[src/rtl/i2c_tgt_pkg.sv]
package i2c_tgt_pkg;

    typedef enum logic [2:0] {
        ST_IDLE,
        ST_ADDR,
        ST_ACK,
        ST_UAWAIT,
        ST_RX,
        ST_TXWAIT,
        ST_TX,
        ST_TXACK
    } tgt_state_e;

    localparam int          BYTE_W   = 8;
    localparam int          CNT_W    = 4;
    localparam logic [4:0]  TEN_TAG  = 5'b11110;

endpackage

[src/rtl/i2c_tgt_sync.sv]
module i2c_tgt_sync #(
    parameter int STAGES = 2
) (
    input  logic clk,
    input  logic rst_n,
    input  logic scl_in,
    input  logic sda_in,
    output logic scl_lvl,
    output logic sda_lvl,
    output logic scl_rise,
    output logic scl_fall,
    output logic start_det,
    output logic stop_det
);
    localparam int DEPTH = (STAGES < 2) ? 2 : STAGES;

    logic [DEPTH-1:0] scl_pipe;
    logic [DEPTH-1:0] sda_pipe;
    logic             scl_prev;
    logic             sda_prev;

    always_ff @(posedge clk or negedge rst_n) begin
        if (!rst_n) begin
            scl_pipe <= '1;
            sda_pipe <= '1;
            scl_prev <= 1'b1;
            sda_prev <= 1'b1;
        end else begin
            scl_pipe <= {scl_pipe[DEPTH-2:0], scl_in};
            sda_pipe <= {sda_pipe[DEPTH-2:0], sda_in};
            scl_prev <= scl_pipe[DEPTH-1];
            sda_prev <= sda_pipe[DEPTH-1];
        end
    end

    assign scl_lvl   = scl_pipe[DEPTH-1];
    assign sda_lvl   = sda_pipe[DEPTH-1];
    assign scl_rise  = scl_lvl & ~scl_prev;
    assign scl_fall  = ~scl_lvl & scl_prev;
    assign start_det = scl_lvl & scl_prev & sda_prev & ~sda_lvl;
    assign stop_det  = scl_lvl & scl_prev & ~sda_prev & sda_lvl;

endmodule

[src/rtl/i2c_tgt_match.sv]
module i2c_tgt_match
    import i2c_tgt_pkg::*;
(
    input  logic [BYTE_W-1:0] rx_byte,
    input  logic [BYTE_W-1:0] own_addr,
    input  logic              ten_mode,
    input  logic              low_phase,
    input  logic              ten_done,
    output logic              hit,
    output logic              is_read
);
    always_comb begin
        is_read = rx_byte[0] && !(ten_mode && low_phase);
        hit     = 1'b0;
        if (!ten_mode) begin
            hit = (rx_byte[7:1] == own_addr[7:1]);
        end else if (low_phase) begin
            hit = (rx_byte == own_addr);
        end else begin
            hit = (rx_byte[7:3] == TEN_TAG)
               && (rx_byte[7:1] == own_addr[7:1])
               && (!rx_byte[0] || ten_done);
        end
    end

endmodule

[src/rtl/i2c_target_ctl.sv]
module i2c_target_ctl
    import i2c_tgt_pkg::*;
#(
    parameter int          SYNC_STAGES = 2,
    parameter logic [7:0]  RESET_ADDR  = 8'h00
) (
    input  logic       clk,
    input  logic       rst_n,
    input  logic       scl_i,
    input  logic       sda_i,
    output logic       scl_oe,
    output logic       sda_oe,
    input  logic       ten_mode,
    input  logic       adr_wr,
    input  logic [7:0] adr_wdata,
    input  logic       buf_wr,
    input  logic [7:0] buf_wdata,
    input  logic       buf_rd,
    output logic [7:0] buf_rdata,
    input  logic       rel_set,
    input  logic       ovf_clr,
    input  logic       irq_clr,
    output logic       buf_full,
    output logic       ovf_flag,
    output logic       ua_flag,
    output logic       rw_flag,
    output logic       irq_flag
);
    localparam logic [CNT_W-1:0] LAST_BIT = CNT_W'(BYTE_W);
    localparam logic [CNT_W-1:0] ACK_BIT  = CNT_W'(BYTE_W + 1);

    tgt_state_e        state, state_d, ack_then;
    logic [CNT_W-1:0]  bit_cnt;
    logic [BYTE_W-1:0] shreg, data_q, adr_q;
    logic              bf_q, ovf_q, ua_q, irq_q, rw_q;
    logic              low_phase, ten_done;
    logic              scl_lvl, sda_lvl, scl_rise, scl_fall, start_det, stop_det;
    logic              hit, is_read;
    logic              byte_end, ack_end, flags_free;

    i2c_tgt_sync #(.STAGES(SYNC_STAGES)) u_sync (
        .clk       (clk),
        .rst_n     (rst_n),
        .scl_in    (scl_i),
        .sda_in    (sda_i),
        .scl_lvl   (scl_lvl),
        .sda_lvl   (sda_lvl),
        .scl_rise  (scl_rise),
        .scl_fall  (scl_fall),
        .start_det (start_det),
        .stop_det  (stop_det)
    );

    i2c_tgt_match u_match (
        .rx_byte   (shreg),
        .own_addr  (adr_q),
        .ten_mode  (ten_mode),
        .low_phase (low_phase),
        .ten_done  (ten_done),
        .hit       (hit),
        .is_read   (is_read)
    );

    assign byte_end   = scl_fall && (bit_cnt == LAST_BIT);
    assign ack_end    = scl_fall && (bit_cnt == ACK_BIT);
    assign flags_free = !bf_q && !ovf_q;

    // next-state logic
    always_comb begin
        state_d = state;
        if (stop_det) begin
            state_d = ST_IDLE;
        end else if (start_det) begin
            state_d = ST_ADDR;
        end else begin
            unique case (state)
                ST_IDLE:   state_d = ST_IDLE;
                ST_ADDR:   if (byte_end) state_d = (hit && flags_free) ? ST_ACK : ST_IDLE;
                ST_RX:     if (byte_end) state_d = flags_free ? ST_ACK : ST_IDLE;
                ST_ACK:    if (ack_end)  state_d = ack_then;
                ST_UAWAIT: if (adr_wr)   state_d = low_phase ? ST_ADDR : ST_RX;
                ST_TXWAIT: if (rel_set)  state_d = ST_TX;
                ST_TX:     if (byte_end) state_d = ST_TXACK;
                ST_TXACK: begin
                    if (scl_rise && sda_lvl) state_d = ST_IDLE;
                    else if (ack_end)        state_d = ST_TXWAIT;
                end
                default:   state_d = ST_IDLE;
            endcase
        end
    end

    // state register
    always_ff @(posedge clk or negedge rst_n) begin
        if (!rst_n) state <= ST_IDLE;
        else        state <= state_d;
    end

    // datapath and host flags
    always_ff @(posedge clk or negedge rst_n) begin
        if (!rst_n) begin
            bit_cnt   <= '0;
            shreg     <= '0;
            data_q    <= '0;
            adr_q     <= RESET_ADDR;
            bf_q      <= 1'b0;
            ovf_q     <= 1'b0;
            ua_q      <= 1'b0;
            irq_q     <= 1'b0;
            rw_q      <= 1'b0;
            low_phase <= 1'b0;
            ten_done  <= 1'b0;
            ack_then  <= ST_IDLE;
        end else begin
            if (start_det || stop_det || ack_end ||
                state == ST_IDLE || state == ST_UAWAIT || state == ST_TXWAIT)
                bit_cnt <= '0;
            else if (scl_rise)
                bit_cnt <= bit_cnt + 1'b1;

            if (adr_wr)  begin adr_q <= adr_wdata; ua_q <= 1'b0; end
            if (buf_wr)  data_q <= buf_wdata;
            if (buf_rd)  bf_q   <= 1'b0;
            if (ovf_clr) ovf_q  <= 1'b0;
            if (irq_clr) irq_q  <= 1'b0;

            if (stop_det) begin
                low_phase <= 1'b0;
                ten_done  <= 1'b0;
            end else if (start_det) begin
                low_phase <= 1'b0;
            end else begin
                unique case (state)
                    ST_ADDR: begin
                        if (scl_rise) begin
                            shreg <= {shreg[BYTE_W-2:0], sda_lvl};
                        end else if (byte_end) begin
                            if (hit && flags_free) begin
                                data_q   <= shreg;
                                bf_q     <= 1'b1;
                                rw_q     <= is_read;
                                ack_then <= is_read ? ST_TXWAIT
                                          : (ten_mode ? ST_UAWAIT : ST_RX);
                                if (low_phase) begin
                                    low_phase <= 1'b0;
                                    ten_done  <= 1'b1;
                                end else if (ten_mode && !is_read) begin
                                    low_phase <= 1'b1;
                                end
                            end else if (hit && bf_q) begin
                                ovf_q <= 1'b1;
                            end
                        end
                    end
                    ST_RX: begin
                        if (scl_rise) begin
                            shreg <= {shreg[BYTE_W-2:0], sda_lvl};
                        end else if (byte_end) begin
                            if (flags_free) begin
                                data_q   <= shreg;
                                bf_q     <= 1'b1;
                                ack_then <= ST_RX;
                            end else if (bf_q) begin
                                ovf_q <= 1'b1;
                            end
                        end
                    end
                    ST_ACK: begin
                        if (ack_end) begin
                            irq_q <= 1'b1;
                            if (ack_then == ST_UAWAIT) ua_q <= 1'b1;
                        end
                    end
                    ST_TXWAIT: if (buf_wr) shreg <= buf_wdata;
                    ST_TX:     if (scl_fall && bit_cnt != '0)
                                   shreg <= {shreg[BYTE_W-2:0], 1'b1};
                    ST_TXACK:  if (ack_end) irq_q <= 1'b1;
                    default: ;
                endcase
            end
        end
    end

    // line drive and flag outputs
    always_comb begin
        scl_oe    = (state == ST_UAWAIT) || (state == ST_TXWAIT);
        sda_oe    = (state == ST_ACK) || ((state == ST_TX) && !shreg[BYTE_W-1]);
        buf_rdata = data_q;
        buf_full  = bf_q;
        ovf_flag  = ovf_q;
        ua_flag   = ua_q;
        rw_flag   = rw_q;
        irq_flag  = irq_q;
    end

endmodule

[config.mk]
export PLATFORM = sky130hd
export DESIGN_NAME = i2c_target_ctl
export DESIGN_NICKNAME = d
export VERILOG_FILES = /design/src/rtl/i2c_tgt_pkg.sv /design/src/rtl/i2c_tgt_sync.sv /design/src/rtl/i2c_tgt_match.sv /design/src/rtl/i2c_target_ctl.sv
export SDC_FILE = /design/constraint.sdc
export NUM_CORES = 1
export LEC_CHECK = 0
export CAP_MARGIN = 20
export CORE_MARGIN = 2
export CORE_UTILIZATION = 34
export DETAILED_ROUTE_END_ITERATION = 16
export DONT_BUFFER_PORTS = 1
export PLACE_DENSITY = 0.56
export SYNTH_ARGS = -nofsm -noshare
export SYNTH_HDL_FRONTEND = slang
export SYNTH_SLANG_ARGS = --single-unit
[constraint.sdc]
create_clock -name clk -period 3.95 [get_ports clk]
set_input_delay 0.79 -clock clk [delete_from_list [all_inputs] [get_ports clk]]
set_output_delay 0.79 -clock clk [all_outputs]
set_load 0.01 [all_outputs]
Yosys cells after proc, flatten, opt, wreduce, memory -nomap -nowiden
Index checks and enable logic that the tools add are counted.
{"block": "op_classes", "n_addsub": 1, "eq_ne": 32, "muxes": 89, "bitwise_logic": 14, "reduce_logical": 47}
{"op": "$mux 8", "count": 12}
{"op": "$mux 3", "count": 19}
{"op": "$mux 1", "count": 48}
{"op": "$ne 4x4->1 const B", "count": 6}
{"op": "$pmux 3 s8", "count": 1}
{"op": "$pmux 8 s3", "count": 1}
{"op": "$reduce_and 6->1", "count": 3}
{"op": "$ne 2x2->1 const B", "count": 8}
{"op": "$pmux 8 s2", "count": 1}
{"op": "$logic_and 1x1->1", "count": 13}
{"op": "$eq 3x3->1 const B", "count": 4}
{"op": "$reduce_bool 2->1", "count": 6}
{"op": "$reduce_bool 3->1", "count": 4}
{"op": "$eq 3x2->1 const B", "count": 3}
{"op": "$reduce_and 9->1", "count": 1}
{"op": "$eq 4x4->1 const B", "count": 2}
{"op": "$eq 8x8->1", "count": 1}
{"op": "$logic_or 1x1->1", "count": 8}
{"op": "$mux 4", "count": 2}
{"op": "$and 1x1->1", "count": 7}
{"op": "$eq 7x7->1", "count": 1}
{"op": "$not 1->1", "count": 7}
{"op": "$reduce_and 7->1", "count": 1}
{"op": "$logic_not 1->1", "count": 6}
{"op": "other kinds (13)", "count": 18}
{"block": "totals", "ff_bits": 47, "input_bits": 27, "out_inout_bits": 15, "word_cells": 200}

Longest topological paths before layout
Gate-level depths: netlist (run 1).
{"block": "logic_depth", "ltp_word": 13, "ltp_mapped": 7, "depth_no_buf": 6}

Hierarchy
From an unflattened synthesis (run 1), not the netlist that was laid out.
{"block": "hier_totals", "hier_cells": 229, "area_unflattened_um2": 2558.7}
{"mod": "i2c_target_ctl", "n_inst": 1, "cells_each": 203, "area_each_um2": 2234.6, "seq_area_each_um2": 1026.0}
{"mod": "i2c_tgt_sync", "n_inst": 1, "cells_each": 10, "area_each_um2": 190.2, "seq_area_each_um2": 157.7}
{"mod": "i2c_tgt_match", "n_inst": 1, "cells_each": 16, "area_each_um2": 133.9, "seq_area_each_um2": 0.0}

Worst setup path after synthesis (run 1)
Ideal clock, no wire load.
{"block": "synth_path", "path_type": "input to register", "startpoint": "input adr_wr", "endpoint": "register state[1]", "setup_time_ns": 0.126, "arrival_time_ns": 1.951, "t_required_ns": 3.824, "setup_slack_ns": 1.873, "cell_stages": 6, "path_buffers": 1, "cell_sequence": "clkbuf_1 nor3b_1 o21a_1 a311o_1 a311oi_1 nor3_1"}
{"block": "synth_via", "elab_chain_len": 2}
{"item": "from (decl)", "line_no": "i2c_target_ctl.sv:14", "text": "input logic adr_wr,"}
{"item": "$ne 4x4->1 (no line)"}
{"item": "$reduce_and 7->1 (no line)"}
{"item": "to (signal assigned)", "line_no": "i2c_target_ctl.sv:96", "text": "else state <= state_d;"}
{"item": "to (decl)", "line_no": "i2c_target_ctl.sv:32", "text": "tgt_state_e state, state_d, ack_then;"}
Every way passes these cells.
A chain may end at the register's enable or synchronous reset.

Final worst setup path (run 1)
{"block": "layout_path", "startpoint": "register state[1]", "endpoint": "output sda_oe"}
{"block": "layout_via", "elab_chain_len": 3, "word_cells_on_any_way": 4, "classes_between": "eq/ne (2); reduce/logical (2)"}
{"item": "$eq 3x3->1", "line_no": "i2c_target_ctl.sv:187", "text": "sda_oe = (state == ST_ACK) || ((state == ST_TX) && !shreg[BYTE_W-1]);"}
{"item": "$logic_and 1x1->1", "line_no": "i2c_target_ctl.sv:187"}
{"item": "$logic_or 1x1->1 (*)", "line_no": "i2c_target_ctl.sv:187"}
{"item": "to (decl)", "line_no": "i2c_target_ctl.sv:12", "text": "output logic sda_oe,"}
Mark *: on every way between the ends. The rest lies on a longest branch, timed or not.

==> results by group, run 1 <==
Run status
  • Outcome: complete, no violations

Setup path
  • CP endpoint kind: primary output
  • Crit path max fanout: 18
  • Worst EP required: 3.16 ns
  • Worst path cell trace: inv_2 -> a211oi_1
  • CP Launch Type: register
  • Crit path kind: reg2out
  • Worst path slowest cell: dfrtp_1
  • Crit-path max cell delay: 0.72 ns
  • Worst EP arrival: 1.72 ns

Placement
  • PortBufs: 0
  • Placed wire-length estimate: 3910 um
  • GPL Wtd Cong: 0.921

GRT
  • First-pass GRT wire length: 9190 um
  • Total GRT Usage: 14.3%
  • Vias in the first global route: 1,721
  • GRT overflow: 0
  • Initial antenna violation count: 0
  • Largest net degree at the start of global routing: 48

Yosys
  • Mapped Avg Cell Area: 11.3 um2
  • Most common flop cell mapped by yosys: dfrtp_1
  • Post-Syn Area: 0.00253 mm2
  • Post-synthesis adder-cell area fraction: 1.48%
  • Synthesized Nets: 253
  • Post-Synthesis Cells: 223
  • Seq/Total Area, Yosys: 46.8%
  • Synth Area in XOR/XNOR: 4.85%
  • Share of synthesized cell area in and, or, nand and nor gates: 12.5%
  • Synth Area in Compound Gates: 12.0%
  • Top cells by area, synth: dfrtp_1 41%, mux2_2 14%, dfstp_2 6.2%, mux2_4 3.6%, xnor2_1 3.1%
  • Unique masters post-synth: 52
  • Mux share of post-synthesis cell area: 18.7%
  • Synth area leader: dfrtp_1
  • Ys Warns: 0
  • FFs w/ async S/R, synth: 100%
  • Share of Yosys cell area claimed by the top area cell type: 40.6%
  • Number of synthesized flops with an enable pin: 0
  • Largest family of logic cells by synthesized area: multiplexers
  • FF+latch count, synth: 47

Clock tree
  • TritonCTS Sinks: 47
  • Cts repair resizes: 0
  • Worst-Skew Late Latency: 0.30 ns
  • Post-CTS setup buffers: 0
  • Hold-fix buffers at CTS: 0
  • TritonCTS clock tree: done
  • Clk buf depth: 2
  • Total CTS buffers: 5
  • H-tree depth: 2
  • Clock-pin slew on the worst setup and hold paths: 0.09 ns
  • CTS root buf: clkbuf_8

Job
  • Max-cap check violation count: 0

Cells and area
  • Most common library cell in the layout ignoring fill and taps: dfrtp_1
  • Most frequent cells in the layout: 41 x dfrtp_1, 31 x mux2_2, 12 x nor2_1
  • Final net count: 249
  • Fill count: 736
  • Utilization after layout: 37.1%
  • Share of cells above drive strength 1: 27.4%
  • Ant diodes: 0
  • Syn-to-layout area delta: 5.94%

Power
  • Leakage power: 1.12 nW
  • Max VDD drop: 0.117 mV
  • Cell Pwr Density: 402 mW/mm2

Floorplanning
  • DIE AREA: 0.00814 mm2
  • Row Count: 31
  • Core Footprint: 0.00721 mm2
  • DIE WIDTH: 90.2 um
  • Initial Util: 35.1%
  • I/O pins: 42
  • Die height: 90.2 um

Hold path
  • Hold crit path type: in2async

Timing
  • Max Clk Rate: 398 MHz
  • Tmin final: 2.51 ns
  • Final Hold Viols: 0
  • RSZ-0062 raised after global routing: no
  • Final setup violation count: 0
  • Final Skew: 0.00939 ns
  • Max-slew violations: 0
  • Final Cycle Share: 63.5%
  • Measured slew at the worst slew-check pin: 0.715 ns
  • Max_slew headroom: 52.3%
  • Fin Setup TNS: 0 ns

Route
  • Routed Antenna Nets: 0
  • Initial DRC count: 142
  • Drt first pass iters: 4
  • Vias: 1,684
  • Via-to-Cell Ratio: 5.30
  • Drt total wl: 5500 um
  • Routed WL per cell: 17.3 um
  • Drt drc: 0
## final timing paths
path | from | to | slack, ns | cells past startpoint
hold reg to reg | u_sync.sda_pipe[0] | u_sync.sda_pipe[1] | 0.36 | 0
hold / removal | rst_n | bit_cnt[3] | 0.17 | 0
max in group asynchronous | rst_n | u_sync.sda_pipe[1] | 3.59 | 0
min in group clk | u_sync.sda_pipe[0] | u_sync.sda_pipe[1] | 0.36 | 0
setup / recovery | state[1] | sda_oe | 1.44 | 2
setup reg to reg | state[2] | buf_rdata[7] | 1.69 | 5
## sequential cells by signal, summed over array words and instances, names as in the netlist, 2 cells and up
| name | flops |
|---|---|
| adr_q | 8 |
| buf_rdata | 8 |
| shreg | 8 |
| bit_cnt | 4 |
| ack_then | 3 |
| state | 3 |
| u_sync.scl_pipe | 2 |
| u_sync.sda_pipe | 2 |
## metrics by stage
stage	cells	setup slack, ns	total power [mW]	hold slack [ns]	instance area [um2]
2_1_floorplan	223	1.87	0.762	0.345	2530
5_1_grt	318	1.26	1.13	0.152	2680
3_5_place_dp	311	1.68	0.797	0.349	2600
6_report	318	1.44	1.08	0.174	2680
4_1_cts	318	1.43	1.09	0.156	2680
3_3_place_gp	311	1.72	0.793	0.350	2600
## metal layers
| layer | part of all wire [%] | wire (um) | up-vias | track usage (%) |
|---|---|---|---|---|
| li1 | - | - | 797 | - |
| met1 | 47 | 2590 | 834 | 19.3 |
| met2 | 45 | 2470 | 48 | 21.4 |
| met3 | 6.5 | 357 | 5 | 4.44 |
| met4 | 1.4 | 78 | 0 | 5.51 |
| met5 | 0 | 0 | - | 0 |
## power breakdown
part	total (mW)	internal, mW	switching, mW
Combinational	0.164	0.114	0.0494
Clock	0.288	0.121	0.167
Sequential	0.624	0.540	0.0834
## worst max-delay path, delay by kind of cell, from the launching register on
family	cells	cell delay (ns)
DFF	1	0.72
AOI/OAI and AO/OA	1	0.52
buffers and inverters	1	0.18
## cell type report
| class | instances | area, um2 | share of cell area (%) |
|---|---|---|---|
| tap | 99 | 124 | 4.62 |
| clock inverter | 2 | 13.8 | 0.514 |
| multi-input combinational | 155 | 1250 | 46.7 |
| sequential | 47 | 1180 | 44.2 |
| clock buffer | 5 | 68.8 | 2.57 |
| inverter | 10 | 37.5 | 1.40 |
## cell families after synthesis
logic type               Yosys count
AND/OR/NAND/NOR                   56
flip-flops                        47
AO/OA/AOI/OAI                     42
multiplexers                      40
buffers and inverters             21
XOR/XNOR                          14
adder cells (fa/ha/maj)            3
## Yosys cell counts, types with 3 or more instances
library cell,instances
nand3_1,5
clkbuf_1,4
nor3b_1,3
nor2_1,12
xor2_1,5
buf_2,6
mux2_4,6
dfstp_2,6
nor3_1,3
nor2b_1,4
ha_1,3
nand4_1,5
nand2_1,10
dfrtp_1,41
mux2_2,31
o21ai_0,9
and2_1,3
inv_1,9
xnor2_1,9
a21oi_1,8
Power figures use the tool's default switching activity.
==> run 2: changes to the inputs <==
Clock period 3.95 ns to 2.4 ns, I/O delays scaled along.
==> run 2 against run 1 <==
Wire length is 1.9% higher; sequential power is 63% higher; largest cell class unchanged; critical path type is now reg2reg; largest power group unchanged; the run now ends with hold timing left; clock power is 100% higher; critical endpoint is now state[2].
==> results by group, run 2 (synthesis results as in run 1) <==
Power
  • Clk pwr share: 30.8%
  • Int Power: 1.39 mW
  • Reg power frac: 53.7%
  • Logic pwr share: 15.5%
  • Net Sw Frac: 26.8%
  • Sw power: 0.508 mW
  • Cell Pwr Density: 687 mW/mm2
  • Max VDD drop: 0.264 mV
  • Leakage power: 1.16 nW

GRT
  • Met3 track demand over resource: 4.61%
  • Busiest grt layer: met2
  • Initial antenna violation count: 0
  • Vias in the first global route: 1,704
  • GR Util met2: 21.0%
  • M1 GR Usage: 19.0%
  • First-pass GRT wire length: 9020 um
  • Largest net degree at the start of global routing: 42
  • Total GRT Usage: 14.1%
  • GRT overflow: 0

Setup path
  • CP endpoint kind: register
  • R2R depth: 5
  • Worst reg-to-reg setup slack: 0.27 ns
  • Worst EP arrival: 2.33 ns
  • RR Startpoint: u_sync.scl_prev
  • Critical R2R Capture: state[2]
  • CP Launch Type: register
  • Crit path max fanout: 8
  • Worst EP required: 2.60 ns
  • Crit path kind: reg2reg

Floorplanning
  • Die height: 90.2 um
  • I/O pins: 42
  • DIE AREA: 0.00814 mm2
  • DIE WIDTH: 90.2 um
  • Core Footprint: 0.00721 mm2
  • Initial Util: 35.1%
  • Row Count: 31

Clock tree
  • Clock-pin slew on the worst setup and hold paths: 0.09 ns
  • TritonCTS Sinks: 47
  • Total CTS buffers: 5
  • TritonCTS clock tree: done
  • Worst-Skew Late Latency: 0.30 ns
  • H-tree depth: 2
  • CTS root buf: clkbuf_8
  • Cts repair resizes: 0
  • Clk buf depth: 2

Timing
  • RSZ-0062 raised after global routing: no
  • Measured slew at the worst slew-check pin: 0.610 ns
  • Final Skew: 0.00411 ns
  • Final Hold Viols: 2
  • Final Cycle Share: 88.6%
  • Tmin final: 2.13 ns
  • Hold WS: -0.00379 ns
  • Final setup violation count: 0
  • Max_slew headroom: 59.0%
  • Fin Setup TNS: 0 ns
  • Max Clk Rate: 470 MHz
  • Max-slew violations: 0

Run status
  • Outcome: finished, violations left
  • Failing checks: hold timing

Route
  • Initial DRC count: 206
  • Routed Antenna Nets: 0
  • Via-to-Cell Ratio: 5.27
  • Drt first pass iters: 4
  • Drt total wl: 5600 um
  • Vias: 1,709
  • Routed WL per cell: 17.3 um
  • Drt drc: 0

Cells and area
  • Most frequent cells in the layout: 41 x dfrtp_1, 31 x mux2_2, 12 x nor2_1
  • Syn-to-layout area delta: 9.25%
  • Multi-input gate area: 0.00125 mm2
  • Seq. cell area: 0.00118 mm2
  • Ant diodes: 0
  • Fill count: 725
  • Most common library cell in the layout ignoring fill and taps: dfrtp_1
  • Final net count: 255
  • Share of cells above drive strength 1: 28.9%

Job
  • Max-cap check violation count: 0

Placement
  • Placed wire-length estimate: 4020 um
  • GPL Wtd Cong: 0.838
  • PortBufs: 0

Hold path
  • Hold crit path type: in2async
[run 2: cell count changes in the layout (fill, tap and decap cells not counted), sizes merged]
cell / previous run / this run
bufinv: 0 / 1
buf: 0 / 5
clkinvlp: 0 / 1
clkinv: 2 / 0
dlygate4sd3: 0 / 1
[run 2: worst max-delay path by stage]
stage                         start  depth (start not counted)           to
CTS                 u_sync.scl_prev                          5     state[2]
finish              u_sync.scl_prev                          5     state[2]
floorplan           u_sync.scl_prev                          5  ack_then[2]
global placement    u_sync.scl_prev                          5     state[2]
global route        u_sync.scl_prev                          5     state[2]
detailed placement  u_sync.scl_prev                          5     state[2]
[run 2: cell type report]
| class | count | area share, % |
|---|---|---|
| multi-input cells | 155 | 45.3 |
| flip-flops and latches | 47 | 42.8 |
| well taps | 99 | 4.48 |
| clock buffers | 5 | 2.49 |
| repair buffers | 6 | 2.17 |
| clock inverters | 2 | 1.36 |
| inverters | 10 | 1.36 |
[run 2: critical path: stages (launching register included)]
cell and delay (ns):
dfstp_2 0.59, and4bb_4 0.29, nand2_1 0.10, a311oi_1 0.58
a31oi_1 0.17, nor3_1 0.30
[run 2: stage by stage]
step	cell area [um2]	total power [mW]	setup slack [ns]	utilization (%)	instances
after floorplan	2530	1.25	0.609	-	223
after global placement	2630	1.31	0.379	36.4	315
after detailed placement	2630	1.31	0.332	36.4	315
after CTS	2760	1.92	0.339	38.3	324
after global routing	2760	2.00	0.187	38.3	324
final	2760	1.90	0.273	38.3	324
[run 2: routing by layer]
metal | part of all wire, % | vias to the layer above
met5 | 0 | -
met3 | 7.4 | 8
li1 | - | 804
met1 | 46 | 838
met2 | 44 | 59
met4 | 1.7 | 0
[run 2: what timing repair did]
action                    CTS  global route
hold endpoints to repair   41             0
hold buffers                2             0
buffers inserted            0             0
[run 2: power groups by stage]
| stage | registers [mW] | logic (mW) | clock network (mW) |
|---|---|---|---|
| final | 1.02 | 0.294 | 0.583 |
| after global routing | 1.04 | 0.328 | 0.634 |
| after CTS | 1.02 | 0.300 | 0.601 |
| after detailed placement | 1.04 | 0.278 | 0 |
| after global placement | 1.03 | 0.274 | 0 |
| after floorplan | 0.978 | 0.276 | 0 |
